===== config.mk =====
export PLATFORM = sky130hd
export DESIGN_NAME = lin_xcvr_ctrl
export DESIGN_NICKNAME = d
export VERILOG_FILES = /design/src/rtl/lin_xcvr_pkg.sv /design/src/rtl/lin_sync2.sv /design/src/rtl/lin_debounce.sv /design/src/rtl/lin_wake_filter.sv /design/src/rtl/lin_mode_fsm.sv /design/src/rtl/lin_xcvr_ctrl.sv
export SDC_FILE = /design/constraint.sdc
export NUM_CORES = 1
export LEC_CHECK = 0
export BUFFER_PORTS_ARGS = -buffer_cell sky130_fd_sc_hd__buf_2
export CAP_MARGIN = 20
export CORE_UTILIZATION = 45
export DETAILED_ROUTE_END_ITERATION = 10
export SETUP_SLACK_MARGIN = 0.1
export SKIP_CTS_REPAIR_TIMING = 1
export SLEW_MARGIN = 5
export SYNTH_ARGS = -nofsm -noshare
export SYNTH_HDL_FRONTEND = slang
export SYNTH_SLANG_ARGS = --single-unit

===== constraint.sdc =====
create_clock -name clk -period 1.8 [get_ports clk]
set_input_delay 0.27 -clock clk [delete_from_list [all_inputs] [get_ports clk]]
set_output_delay 0.27 -clock clk [all_outputs]
set_load 0.01 [all_outputs]

===== src/rtl/lin_xcvr_pkg.sv =====
// Shared types for the LIN transceiver mode controller.
package lin_xcvr_pkg;

    // Operating modes of the controller.
    typedef enum logic [1:0] {
        MODE_STANDBY = 2'd0,
        MODE_NORMAL  = 2'd1,
        MODE_SLEEP   = 2'd2
    } lin_mode_e;

endpackage


===== src/rtl/lin_sync2.sv =====
// Two-flop synchroniser for a bundle of asynchronous single-bit inputs.
// Assumes each bit is independent (no multi-bit coherence is needed).
// Reset loads RST_VAL into both stages so the outputs have a defined idle level.
module lin_sync2 #(
    parameter int          W       = 1,
    parameter logic [W-1:0] RST_VAL = '0
) (
    input  logic         clk,
    input  logic         rst_n,
    input  logic [W-1:0] d_i,
    output logic [W-1:0] q_o
);

    logic [W-1:0] stage1_q;
    logic [W-1:0] stage2_q;

    // Two-stage capture of the asynchronous inputs.
    always_ff @(posedge clk) begin
        if (!rst_n) begin
            stage1_q <= RST_VAL;
            stage2_q <= RST_VAL;
        end else begin
            stage1_q <= d_i;
            stage2_q <= stage1_q;
        end
    end

    assign q_o = stage2_q;

endmodule


===== src/rtl/lin_debounce.sv =====
// Symmetric debounce filter. The output takes the input value once the input
// has differed from the output for TICKS consecutive cycles; any shorter
// excursion is discarded. Assumes a synchronous input and TICKS >= 1.
module lin_debounce #(
    parameter int   TICKS   = 250,
    parameter logic RST_VAL = 1'b0
) (
    input  logic clk,
    input  logic rst_n,
    input  logic d_i,
    output logic q_o
);

    localparam int             CW   = $clog2(TICKS + 1);
    localparam logic [CW-1:0]  LAST = CW'(TICKS - 1);

    logic [CW-1:0] cnt_q;
    logic          out_q;

    // Count cycles of disagreement; commit the new level on the last one.
    always_ff @(posedge clk) begin
        if (!rst_n) begin
            cnt_q <= '0;
            out_q <= RST_VAL;
        end else if (d_i == out_q) begin
            cnt_q <= '0;
        end else if (cnt_q == LAST) begin
            cnt_q <= '0;
            out_q <= d_i;
        end else begin
            cnt_q <= cnt_q + 1'b1;
        end
    end

    assign q_o = out_q;

    // Short excursions never move the output (serves R10 on the bus, R6 on enable).
    p_glitch_hold_r10: assert property (@(posedge clk) disable iff (!rst_n)
        (d_i == out_q || cnt_q != LAST) |=> $stable(out_q));

endmodule


===== src/rtl/lin_wake_filter.sv =====
// Wake-up filter. While armed (sleep mode), counts consecutive dominant
// cycles and flags a wake-up once TICKS of them have been seen. A single
// recessive cycle, or disarming, clears the count. Assumes TICKS >= 2.
module lin_wake_filter #(
    parameter int TICKS = 6250
) (
    input  logic clk,
    input  logic rst_n,
    input  logic arm_i,
    input  logic bus_dom_i,
    output logic wake_o
);

    localparam int            CW   = $clog2(TICKS + 1);
    localparam logic [CW-1:0] LAST = CW'(TICKS - 1);

    logic [CW-1:0] dom_cnt_q;

    // Dominant-time counter, restarted by recessive bus or by disarm.
    always_ff @(posedge clk) begin
        if (!rst_n) begin
            dom_cnt_q <= '0;
        end else if (!arm_i || !bus_dom_i) begin
            dom_cnt_q <= '0;
        end else if (dom_cnt_q != LAST) begin
            dom_cnt_q <= dom_cnt_q + 1'b1;
        end
    end

    assign wake_o = arm_i && bus_dom_i && (dom_cnt_q == LAST);

    // A wake-up follows a cycle that was itself dominant and armed.
    p_wake_needs_dom_r7: assert property (@(posedge clk) disable iff (!rst_n)
        wake_o |-> ($past(bus_dom_i) && $past(arm_i)));

    // A recessive cycle forbids a wake-up on the cycle after it.
    p_restart_r12: assert property (@(posedge clk) disable iff (!rst_n)
        (arm_i && !bus_dom_i) |=> !wake_o);

endmodule


===== src/rtl/lin_mode_fsm.sv =====
// Mode state machine for the LIN transceiver controller.
// Inputs are already synchronised and debounced. The supply flag is assumed
// synchronous to clk. A wake-up takes priority over enable in sleep.
module lin_mode_fsm
    import lin_xcvr_pkg::*;
(
    input  logic      clk,
    input  logic      rst_n,
    input  logic      en_i,
    input  logic      vcc_ok_i,
    input  logic      wake_i,
    output lin_mode_e mode_o,
    output logic      wake_flag_o
);

    lin_mode_e mode_q;
    lin_mode_e mode_d;
    logic      wake_flag_q;
    logic      wake_flag_d;

    // Next-mode and interrupt-flag decision.
    always_comb begin
        mode_d      = mode_q;
        wake_flag_d = wake_flag_q;
        unique case (mode_q)
            MODE_STANDBY: begin
                if (vcc_ok_i && en_i) begin
                    mode_d      = MODE_NORMAL;
                    wake_flag_d = 1'b0;
                end
            end
            MODE_NORMAL: begin
                if (!vcc_ok_i) begin
                    mode_d = MODE_STANDBY;
                end else if (!en_i) begin
                    mode_d = MODE_SLEEP;
                end
            end
            MODE_SLEEP: begin
                if (wake_i) begin
                    mode_d      = MODE_STANDBY;
                    wake_flag_d = 1'b1;
                end else if (vcc_ok_i && en_i) begin
                    mode_d      = MODE_NORMAL;
                    wake_flag_d = 1'b0;
                end
            end
            default: begin
                mode_d = MODE_STANDBY;
            end
        endcase
    end

    // State registers.
    always_ff @(posedge clk) begin
        if (!rst_n) begin
            mode_q      <= MODE_STANDBY;
            wake_flag_q <= 1'b0;
        end else begin
            mode_q      <= mode_d;
            wake_flag_q <= wake_flag_d;
        end
    end

    assign mode_o      = mode_q;
    assign wake_flag_o = wake_flag_q;

    // Normal mode is entered only with enable and supply both present.
    p_normal_entry_r2: assert property (@(posedge clk) disable iff (!rst_n)
        $rose(mode_q == MODE_NORMAL) |-> $past(en_i && vcc_ok_i));

    // Supply loss in normal mode falls back to standby.
    p_vcc_drop_r4: assert property (@(posedge clk) disable iff (!rst_n)
        (mode_q == MODE_NORMAL && !vcc_ok_i) |=> (mode_q == MODE_STANDBY));

    // Sleep is reached only from normal mode.
    p_sleep_from_normal_r5: assert property (@(posedge clk) disable iff (!rst_n)
        $rose(mode_q == MODE_SLEEP) |-> ($past(mode_q) == MODE_NORMAL));

    // An accepted wake-up lands in standby with the interrupt flag set.
    p_wake_to_standby_r7: assert property (@(posedge clk) disable iff (!rst_n)
        (mode_q == MODE_SLEEP && wake_i) |=> (mode_q == MODE_STANDBY && wake_flag_q));

    // The interrupt flag never survives into normal mode.
    p_flag_clear_r8: assert property (@(posedge clk) disable iff (!rst_n)
        (mode_q == MODE_NORMAL) |-> !wake_flag_q);

endmodule


===== src/rtl/lin_xcvr_ctrl.sv =====
// Top of the LIN transceiver mode controller. Synchronises the enable pin
// and the bus comparator, debounces enable and the received level, filters
// wake-up events, and drives the regulator request, receive line and driver.
// Assumes vcc_ok is already synchronous to clk.
module lin_xcvr_ctrl
    import lin_xcvr_pkg::*;
#(
    parameter int EN_DEB_TICKS = 3125,
    parameter int RX_DEB_TICKS = 250,
    parameter int WAKE_TICKS   = 6250
) (
    input  logic clk,
    input  logic rst_n,
    input  logic en_async,
    input  logic vcc_ok,
    input  logic txd,
    input  logic bus_rx,
    output logic inh_on,
    output logic rxd,
    output logic drv_dom
);

    localparam int SYNC_W = 2;

    logic [SYNC_W-1:0] raw_in;
    logic [SYNC_W-1:0] sync_out;
    logic              en_s;
    logic              bus_s;
    logic              en_f;
    logic              rx_f;
    logic              wake;
    logic              wake_flag;
    lin_mode_e         mode;

    assign raw_in = {bus_rx, en_async};
    assign en_s   = sync_out[0];
    assign bus_s  = sync_out[1];

    lin_sync2 #(
        .W       (SYNC_W),
        .RST_VAL (2'b10)
    ) u_sync (
        .clk   (clk),
        .rst_n (rst_n),
        .d_i   (raw_in),
        .q_o   (sync_out)
    );

    lin_debounce #(
        .TICKS   (EN_DEB_TICKS),
        .RST_VAL (1'b0)
    ) u_en_deb (
        .clk   (clk),
        .rst_n (rst_n),
        .d_i   (en_s),
        .q_o   (en_f)
    );

    lin_debounce #(
        .TICKS   (RX_DEB_TICKS),
        .RST_VAL (1'b1)
    ) u_rx_deb (
        .clk   (clk),
        .rst_n (rst_n),
        .d_i   (bus_s),
        .q_o   (rx_f)
    );

    lin_wake_filter #(
        .TICKS (WAKE_TICKS)
    ) u_wake (
        .clk       (clk),
        .rst_n     (rst_n),
        .arm_i     (mode == MODE_SLEEP),
        .bus_dom_i (!bus_s),
        .wake_o    (wake)
    );

    lin_mode_fsm u_fsm (
        .clk         (clk),
        .rst_n       (rst_n),
        .en_i        (en_f),
        .vcc_ok_i    (vcc_ok),
        .wake_i      (wake),
        .mode_o      (mode),
        .wake_flag_o (wake_flag)
    );

    // Output decode: regulator request, receive line/interrupt, driver gate.
    always_comb begin
        inh_on  = (mode != MODE_SLEEP);
        drv_dom = (mode == MODE_NORMAL) && !txd;
        rxd     = (mode == MODE_NORMAL) ? rx_f : !wake_flag;
    end

    // A debounced bus change appears on rxd in normal mode without delay.
    p_rx_follow_r3: assert property (@(posedge clk) disable iff (!rst_n)
        (mode == MODE_NORMAL && $past(mode) == MODE_NORMAL && $changed(rx_f)) |-> (rxd == rx_f));

endmodule


# Word-level counts from Yosys, hierarchy flattened
# Cells that the tools add are included.
[totals]
ff_bits = 42
in_bits = 6
elab_cells = 50
[classes]
addsub = 3
eq_ne = 10
muxes = 9
bitwise = 3
n_reduce_logical = 16
[ops]
columns = ["operator", "count"]
rows = [
  ["13-bit by 1-bit adder with 13-bit output (second input constant)", 1],
  ["13-bit equality test (second input constant)", 1],
  ["13-bit != test (second input constant)", 1],
  ["12-bit by 1-bit adder with 12-bit output (second input constant)", 1],
  ["12-bit equality test (second input constant)", 1],
  ["8-bit by 1-bit adder with 8-bit output (second input constant)", 1],
  ["8-bit equality test (second input constant)", 1],
  ["2-bit two-way mux", 4],
  ["2-bit one-hot mux with 3 select lines", 1],
  ["3-bit OR reduction", 2],
  ["1-bit logical AND", 4],
  ["1-bit logical NOT", 4],
  ["2-bit AND reduction", 2],
  ["1-bit two-way mux", 3],
  ["3-bit != test (second input constant)", 1],
  ["1-bit inverter", 3],
  ["1-bit equality test", 2],
  ["2-bit by 1-bit equality test with 1-bit output (second input constant)", 1],
  ["2-bit equality test (second input constant)", 1],
  ["2-bit logical NOT", 1],
  ["2-bit != test (second input constant)", 1],
  ["1-bit one-hot mux with 2 select lines", 1],
  ["2-bit nonzero test", 1],
  ["2-bit OR reduction", 1],
  ["1-bit logical OR", 1],
]

# Depth between registers and ports, before layout
# Gate-level depths: netlist of the first run.
[logic_depth]
depth_word = 5
ltp_mapped = 7
ltp_nobuf = 6

# Cells and area by module
# A second synthesis of the first run with hierarchy kept.
[unflattened]
cells_unflattened = 222
area_unflattened_um2 = 2014.4
[by_module_without_submodules]
columns = ["mod", "n_inst", "cells_per_inst", "area_each_um2", "seq_area_each_um2"]
rows = [
  ["lin_wake_filter", 1, 77, 654.4, 260.2],
  ["lin_debounce (u_en_deb)", 1, 68, 648.1, 260.2],
  ["lin_debounce (u_rx_deb)", 1, 48, 420.4, 180.2],
  ["lin_mode_fsm", 1, 14, 138.9, 60.1],
  ["lin_sync2", 1, 8, 105.1, 80.1],
  ["lin_xcvr_ctrl", 1, 7, 47.5, 0.0],
]

# Worst setup path before layout of the first run
# Ideal clock, no wire load.
[synth_path]
path_type = "reg-to-reg"
startpoint = "register u_wake.dom_cnt_q[0]"
endpoint = "register u_fsm.mode_q[1], in the netlist u_fsm.mode_o[1]"
setup_ps = 117
t_arrival_ps = 1374
required_time_ps = 1683
setup_slack_ps = 310
stages_incl_launch_ff = 6
n_path_buf = 0
cell_sequence = "dfxtp_1 -> ha_1 -> nor2b_1 -> nand4_2 -> or3_4 -> a22o_1"
[synth_via]
elab_chain_cells = 4
[synth_rtl]
columns = ["element", "line", "rtl"]
rows = [
  ["from (decl)", "lin_wake_filter.sv:17", "logic [CW-1:0] dom_cnt_q;"],
  ["from (signal assigned)", "lin_wake_filter.sv:26", "dom_cnt_q <= dom_cnt_q + 1'b1;"],
  ["13-bit equality test", "lin_wake_filter.sv:30", "assign wake_o = arm_i && bus_dom_i && (dom_cnt_q == LAST);"],
  ["1-bit logical AND", "lin_wake_filter.sv:30", ""],
  ["2-bit two-way mux", "lin_mode_fsm.sv:40", "if (wake_i) begin"],
  ["2-bit one-hot mux with 3 select lines", "lin_mode_fsm.sv:25", "unique case (mode_q)"],
  ["to (signal assigned)", "lin_mode_fsm.sv:60", "mode_q <= mode_d;"],
  ["to (decl)", "lin_mode_fsm.sv:16", "lin_mode_e mode_q;"],
]
# No other way between the ends.
# A chain may end at the register's enable or synchronous reset.

# Final worst setup path of the first run
# Ends and elaborated chain as after synthesis.

==> results of run 1 <==
[layout make-up]
type | instances | area, µm²
clock buffer | 6 | 82.6
clock inverter | 2 | 12.5
fill | 352 | 1770
inverter | 5 | 18.8
multi-input combinational | 148 | 963
sequential | 42 | 841
tap | 48 | 60.1
timing repair buffer | 9 | 47.5
[flip-flops by register name, summed over array words and instances (netlist names)]
register	flops
u_rx_deb.q_o	1
u_en_deb.cnt_q	12
u_sync.stage1_q	2
u_fsm.mode_o	2
u_fsm.wake_flag_o	1
u_en_deb.q_o	1
u_rx_deb.cnt_q	8
u_wake.dom_cnt_q	13
u_sync.q_o	2
[cell families (layout without fill, tap and decap cells)]
logic type | Yosys count | in the layout | synth area share (%)
compound gates | 7 | 7 | 2.39
simple gates | 104 | 104 | 31.1
mux | 2 | 2 | 1.09
xor+xnor | 29 | 29 | 13.8
flops | 42 | 42 | 45.8
fa+ha+maj | 6 | 6 | 4.09
buf+inv | 8 | 22 | 1.70
[layer usage]
layer  track usage, %  part of all wire [%]
met1             19.8                    49
met2             27.6                    46
met3             5.17                   3.7
met4             6.52                   1.1
met5                0                     0
[cells in the final DEF, fill, tap and decap left out, types with 2 or more instances in the layout]
cell type / synthesis / final
nand4_1: 6 / 6
and4b_1: 2 / 2
nand2b_1: 5 / 5
dfxtp_1: 42 / 42
clkbuf_8: 0 / 6
nor3_1: 2 / 2
xor2_1: 20 / 20
nand2_1: 11 / 11
nand3b_1: 2 / 2
nand3_1: 14 / 14
a21oi_1: 3 / 3
and4_1: 4 / 4
and3_1: 3 / 3
ha_1: 6 / 6
nor2b_1: 2 / 2
buf_2: 1 / 8
and2_1: 4 / 4
nor2_1: 39 / 39
xnor2_1: 9 / 9
inv_1: 5 / 5
mux2i_1: 2 / 2
nor4_1: 2 / 2
[power breakdown]
part | internal, mW | total (mW) | switching, mW
registers | 0.934 | 0.937 | 0.00361
logic | 0.00981 | 0.0207 | 0.0109
clock network | 0.308 | 0.620 | 0.312
[worst max-delay path: stages (launching register included)]
cell	delay [ns]
dfxtp_1	0.42
ha_1	0.17
nor2b_1	0.15
nand4_2	0.18
or3_4	0.38
a22o_1	0.20
[worst paths after layout]
| kind | from | endpoint | depth (start not counted) |
|---|---|---|---|
| worst max-delay path | u_wake.dom_cnt_q[0] | u_fsm.mode_o[1] | 5 |
| worst min-delay path | bus_rx | u_sync.stage1_q[1] | 2 |
| worst max register to register | u_wake.dom_cnt_q[0] | u_fsm.mode_o[1] | 5 |
| worst min register to register | u_sync.stage1_q[1] | u_sync.q_o[1] | 1 |
==> flow_summary.ini, run 1 <==
[run]
max_cap_viol_count = 0

[sta]
rsz0062_at_grt = false
hold_violations = 0
slew_headroom_pct = 71.4
finClkSkew_ns = 0.00903
tightest_slew_ns = 0.428
fin_crit_sh_pct = 88.4
slew_violations = 0
layout_min_cycle_time_ns = 1.59
final.setup.tns_ns = 0
setup_slack_ns = 0.209
holdWs_ns = 0.168
setup_viol = 0
timing.fmax_mhz = 628

[placement]
hpwlAfterDp_mm = 2.22
dp_cells = 252
post-place-ws_ns = 0.193
port_buffers = 8
place_area_um2 = 1930
gp_congestion = 0.793

[synth]
synth_nets = 210
synthCells = 198
ys_warn_count = 0
synth-edff-count = 0
ys_ff_latch = 42
ys_seq_area_share_pct = 45.8
synth.avg_cell_area_um2 = 9.27
synth_top_flop_cell = dfxtp_1
async_reset_ff_share_pct = 0
synth.most_common_cell = dfxtp_1
synth_top_area_cell = dfxtp_1
netlist_area_um2 = 1840
yosysUniqueCellTypes = 34
synthTopCellsByArea = dfxtp_1, xor2_1, nor2_1
synth.cells.most_frequent = dfxtp_1, nor2_1, xor2_1, nand3_1, nand2_1
synth_top_area_share_pct = 45.8

[die]
ios = 9
coreArea_um2 = 3800
die_area_um2 = 4340
die_h_um = 65.9
rows = 22
dieWidth_um = 65.9
initial_utilization_pct = 48.3

[cts]
cts_root_buffer = clkbuf_8
path_clk_slew_ns = 0.07
clock-sinks = 42
cts_buffer_depth = 2
clock_latency_ns = 0.29
h-tree-depth = 2
numCtsBuffers = 5
cts_tree = built

[worst_setup_path]
worstSetupPathType = reg2reg
arrival_ns = 1.77
r2r_slack_ns = 0.21
start_kind = flip-flop
required_ns = 1.98
path_max_fanout = 5
end_kind = flip-flop

[layout]
fin_area_um2 = 2030
fin_cells = 260
antenna_cells = 0
layout-drive-gt1-share_pct = 10.8
nets = 223
finish.utilization_pct = 53.3
syn_to_final_growth_pct = 10.4

[drt]
drtIter0Drc = 78
drc = 0
ant_nets = 0
post_drt_wl_per_cell_um = 11.9
drtPass1Iterations = 4
viasPerCell = 5.13
routed_wl_mm = 3.09
num_vias = 1333

[power]
power.density_nw_per_um2 = 779
p_leak_nw = 0.711
power.total_mw = 1.58
ir_drop_v = 0.000461

[global_routing]
grt_max_degree = 14
grt_first_pass_wirelength_mm = 5.49
grt_pass1_vias = 1302
antenna_found_initial = 0
grt.total_usage_pct = 16.6
grt_overflow = 0

[status]
status = completed

[min_path]
worstHoldPathType = in2reg
Note: power is estimated with default switching activity, not from simulation.
==> run 2, diff against run 1 <==
--- a/config.mk
+++ b/config.mk
@@ -9,2 +9,3 @@
 export CAP_MARGIN = 20
+export CORE_ASPECT_RATIO = 1.5
 export CORE_UTILIZATION = 45
==> constraint.sdc (replaced) <==
create_clock -name clk -period 1.8 [get_ports clk]
set_input_delay 0.36 -clock clk [delete_from_list [all_inputs] [get_ports clk]]
set_output_delay 0.36 -clock clk [all_outputs]
set_load 0.01 [all_outputs]
==> flow_summary.ini, run 2 (synthesized netlist as in run 1, its figures left out) <==
[sta]
holdWs_ns = 0.249
fin_crit_sh_pct = 87.2
layout_min_cycle_time_ns = 1.57
slew_violations = 0
finClkSkew_ns = 0.00461
slew_headroom_pct = 71.3
final.setup.tns_ns = 0
tightest_slew_ns = 0.430
timing.fmax_mhz = 637
setup_slack_ns = 0.230
setup_viol = 0
rsz0062_at_grt = false
hold_violations = 0

[layout]
nets = 223
final_cell_mix = dfxtp_1, nor2_1, xor2_1, nand3_1, nand2_1
largest_register_ffs = 13
syn_to_final_growth_pct = 11.0
fillers = 384
top_register = u_wake.dom_cnt_q
layout_commonest_cell = dfxtp_1
fin_cells = 257
antenna_cells = 0
layout-drive-gt1-share_pct = 11.3
top_regs = u_wake.dom_cnt_q x13, u_en_deb.cnt_q x12, u_rx_deb.cnt_q x8

[min_path]
worstHoldPathType = in2reg

[die]
rows = 28
die_h_um = 80.2
ios = 9
dieWidth_um = 54.1
die_area_um2 = 4340
coreArea_um2 = 3920
initial_utilization_pct = 46.8

[cts]
cts_tree = built
cts_root_buffer = clkbuf_8
clock_latency_ns = 0.29
path_clk_slew_ns = 0.08
numCtsBuffers = 5
clock-sinks = 42
cts_buffer_depth = 2
h-tree-depth = 2

[power]
netSwitchingFraction_pct = 19.0
power.density_nw_per_um2 = 819
power.total_mw = 1.67
p_comb_share_pct = 1.2
seqPwrFrac_pct = 56.2
internal_power_mw = 1.35
clockPowerShare_pct = 42.6
ir_drop_v = 0.000538
p_leak_nw = 0.722
switching_power_mw = 0.318

[global_routing]
grt_overflow = 0
grt_first_pass_wirelength_mm = 5.18
grt_pass1_vias = 1289
antenna_found_initial = 0
grt.total_usage_pct = 16.3
grt_max_degree = 14

[worst_setup_path]
start_kind = flip-flop
cpLargestDelayFamily = simple AND/OR/NAND/NOR gates
path_buf_inv = 1
path_cells = inv_1 > ha_1 > nor2b_1 > nand4_2 > or3_4 > a22o_1
required_ns = 1.98
cpPeakStageDelay_ns = 0.38
end_kind = flip-flop
path_max_fanout = 5
worstSetupPathType = reg2reg
critPathSlowestCell = or3_4
arrival_ns = 1.75

[placement]
port_buffers = 8
hpwlAfterDp_mm = 2.23
gp_congestion = 0.728
dp_cells = 249
post-place-ws_ns = 0.191

[status]
status = completed

[drt]
drc = 0
drtPass1Iterations = 4
num_vias = 1335
ant_nets = 0
viasPerCell = 5.19
drtIter0Drc = 15
routed_wl_mm = 2.99
post_drt_wl_per_cell_um = 11.6

[run]
max_cap_viol_count = 0
[run 2: routing by layer]
layer  share of wire [%]  vias up  GRT usage (%)  routed length, µm
li1                    -      693              -                  -
met4                 1.7        0           7.44                 51
met1                  40      625           15.9               1210
met3                 2.3        6           5.30                 69
met5                   0        -              0                  0
met2                  55       11           29.4               1660
[run 2: power by group through the flow]
| stage | Sequential (mW) | Clock [mW] | Combinational, mW |
|---|---|---|---|
| after global routing | 0.938 | 0.777 | 0.0234 |
| after global placement | 0.959 | 0 | 0.0202 |
| after floorplan | 0.958 | 0 | 0.0119 |
| final | 0.937 | 0.712 | 0.0199 |
| after detailed placement | 0.959 | 0 | 0.0205 |
| after CTS | 0.937 | 0.743 | 0.0206 |
[run 2: area by class of cell]
class                   count  area [µm²]  share of cell area, %
flip-flops and latches     42         842                   41.3
clock buffers               5        68.8                   3.38
clock inverters             3        40.0                   1.97
repair buffers              9        47.5                   2.33
well taps                  45        56.3                   2.76
multi-input cells         148         963                   47.3
inverters                   5        18.8                  0.921
[run 2: metrics by stage]
step                area [µm²]  utilization [%]
finish                    2040             51.9
global route              2040             51.9
CTS                       2040             51.9
detailed placement        1930             49.1
global placement          1930             49.1
floorplan                 1840                -
[run 2: path summary, 6_finish.rpt]
check / endpoint / cells after the start / slack [ns] / start
worst max-delay path: u_fsm.mode_o[1] / 6 / 0.23 / u_wake.dom_cnt_q[1]
worst min-delay path: u_sync.stage1_q[1] / 2 / 0.25 / bus_rx
worst max register to register: u_fsm.mode_o[1] / 6 / 0.23 / u_wake.dom_cnt_q[1]
worst min register to register: u_sync.q_o[1] / 1 / 0.41 / u_sync.stage1_q[1]
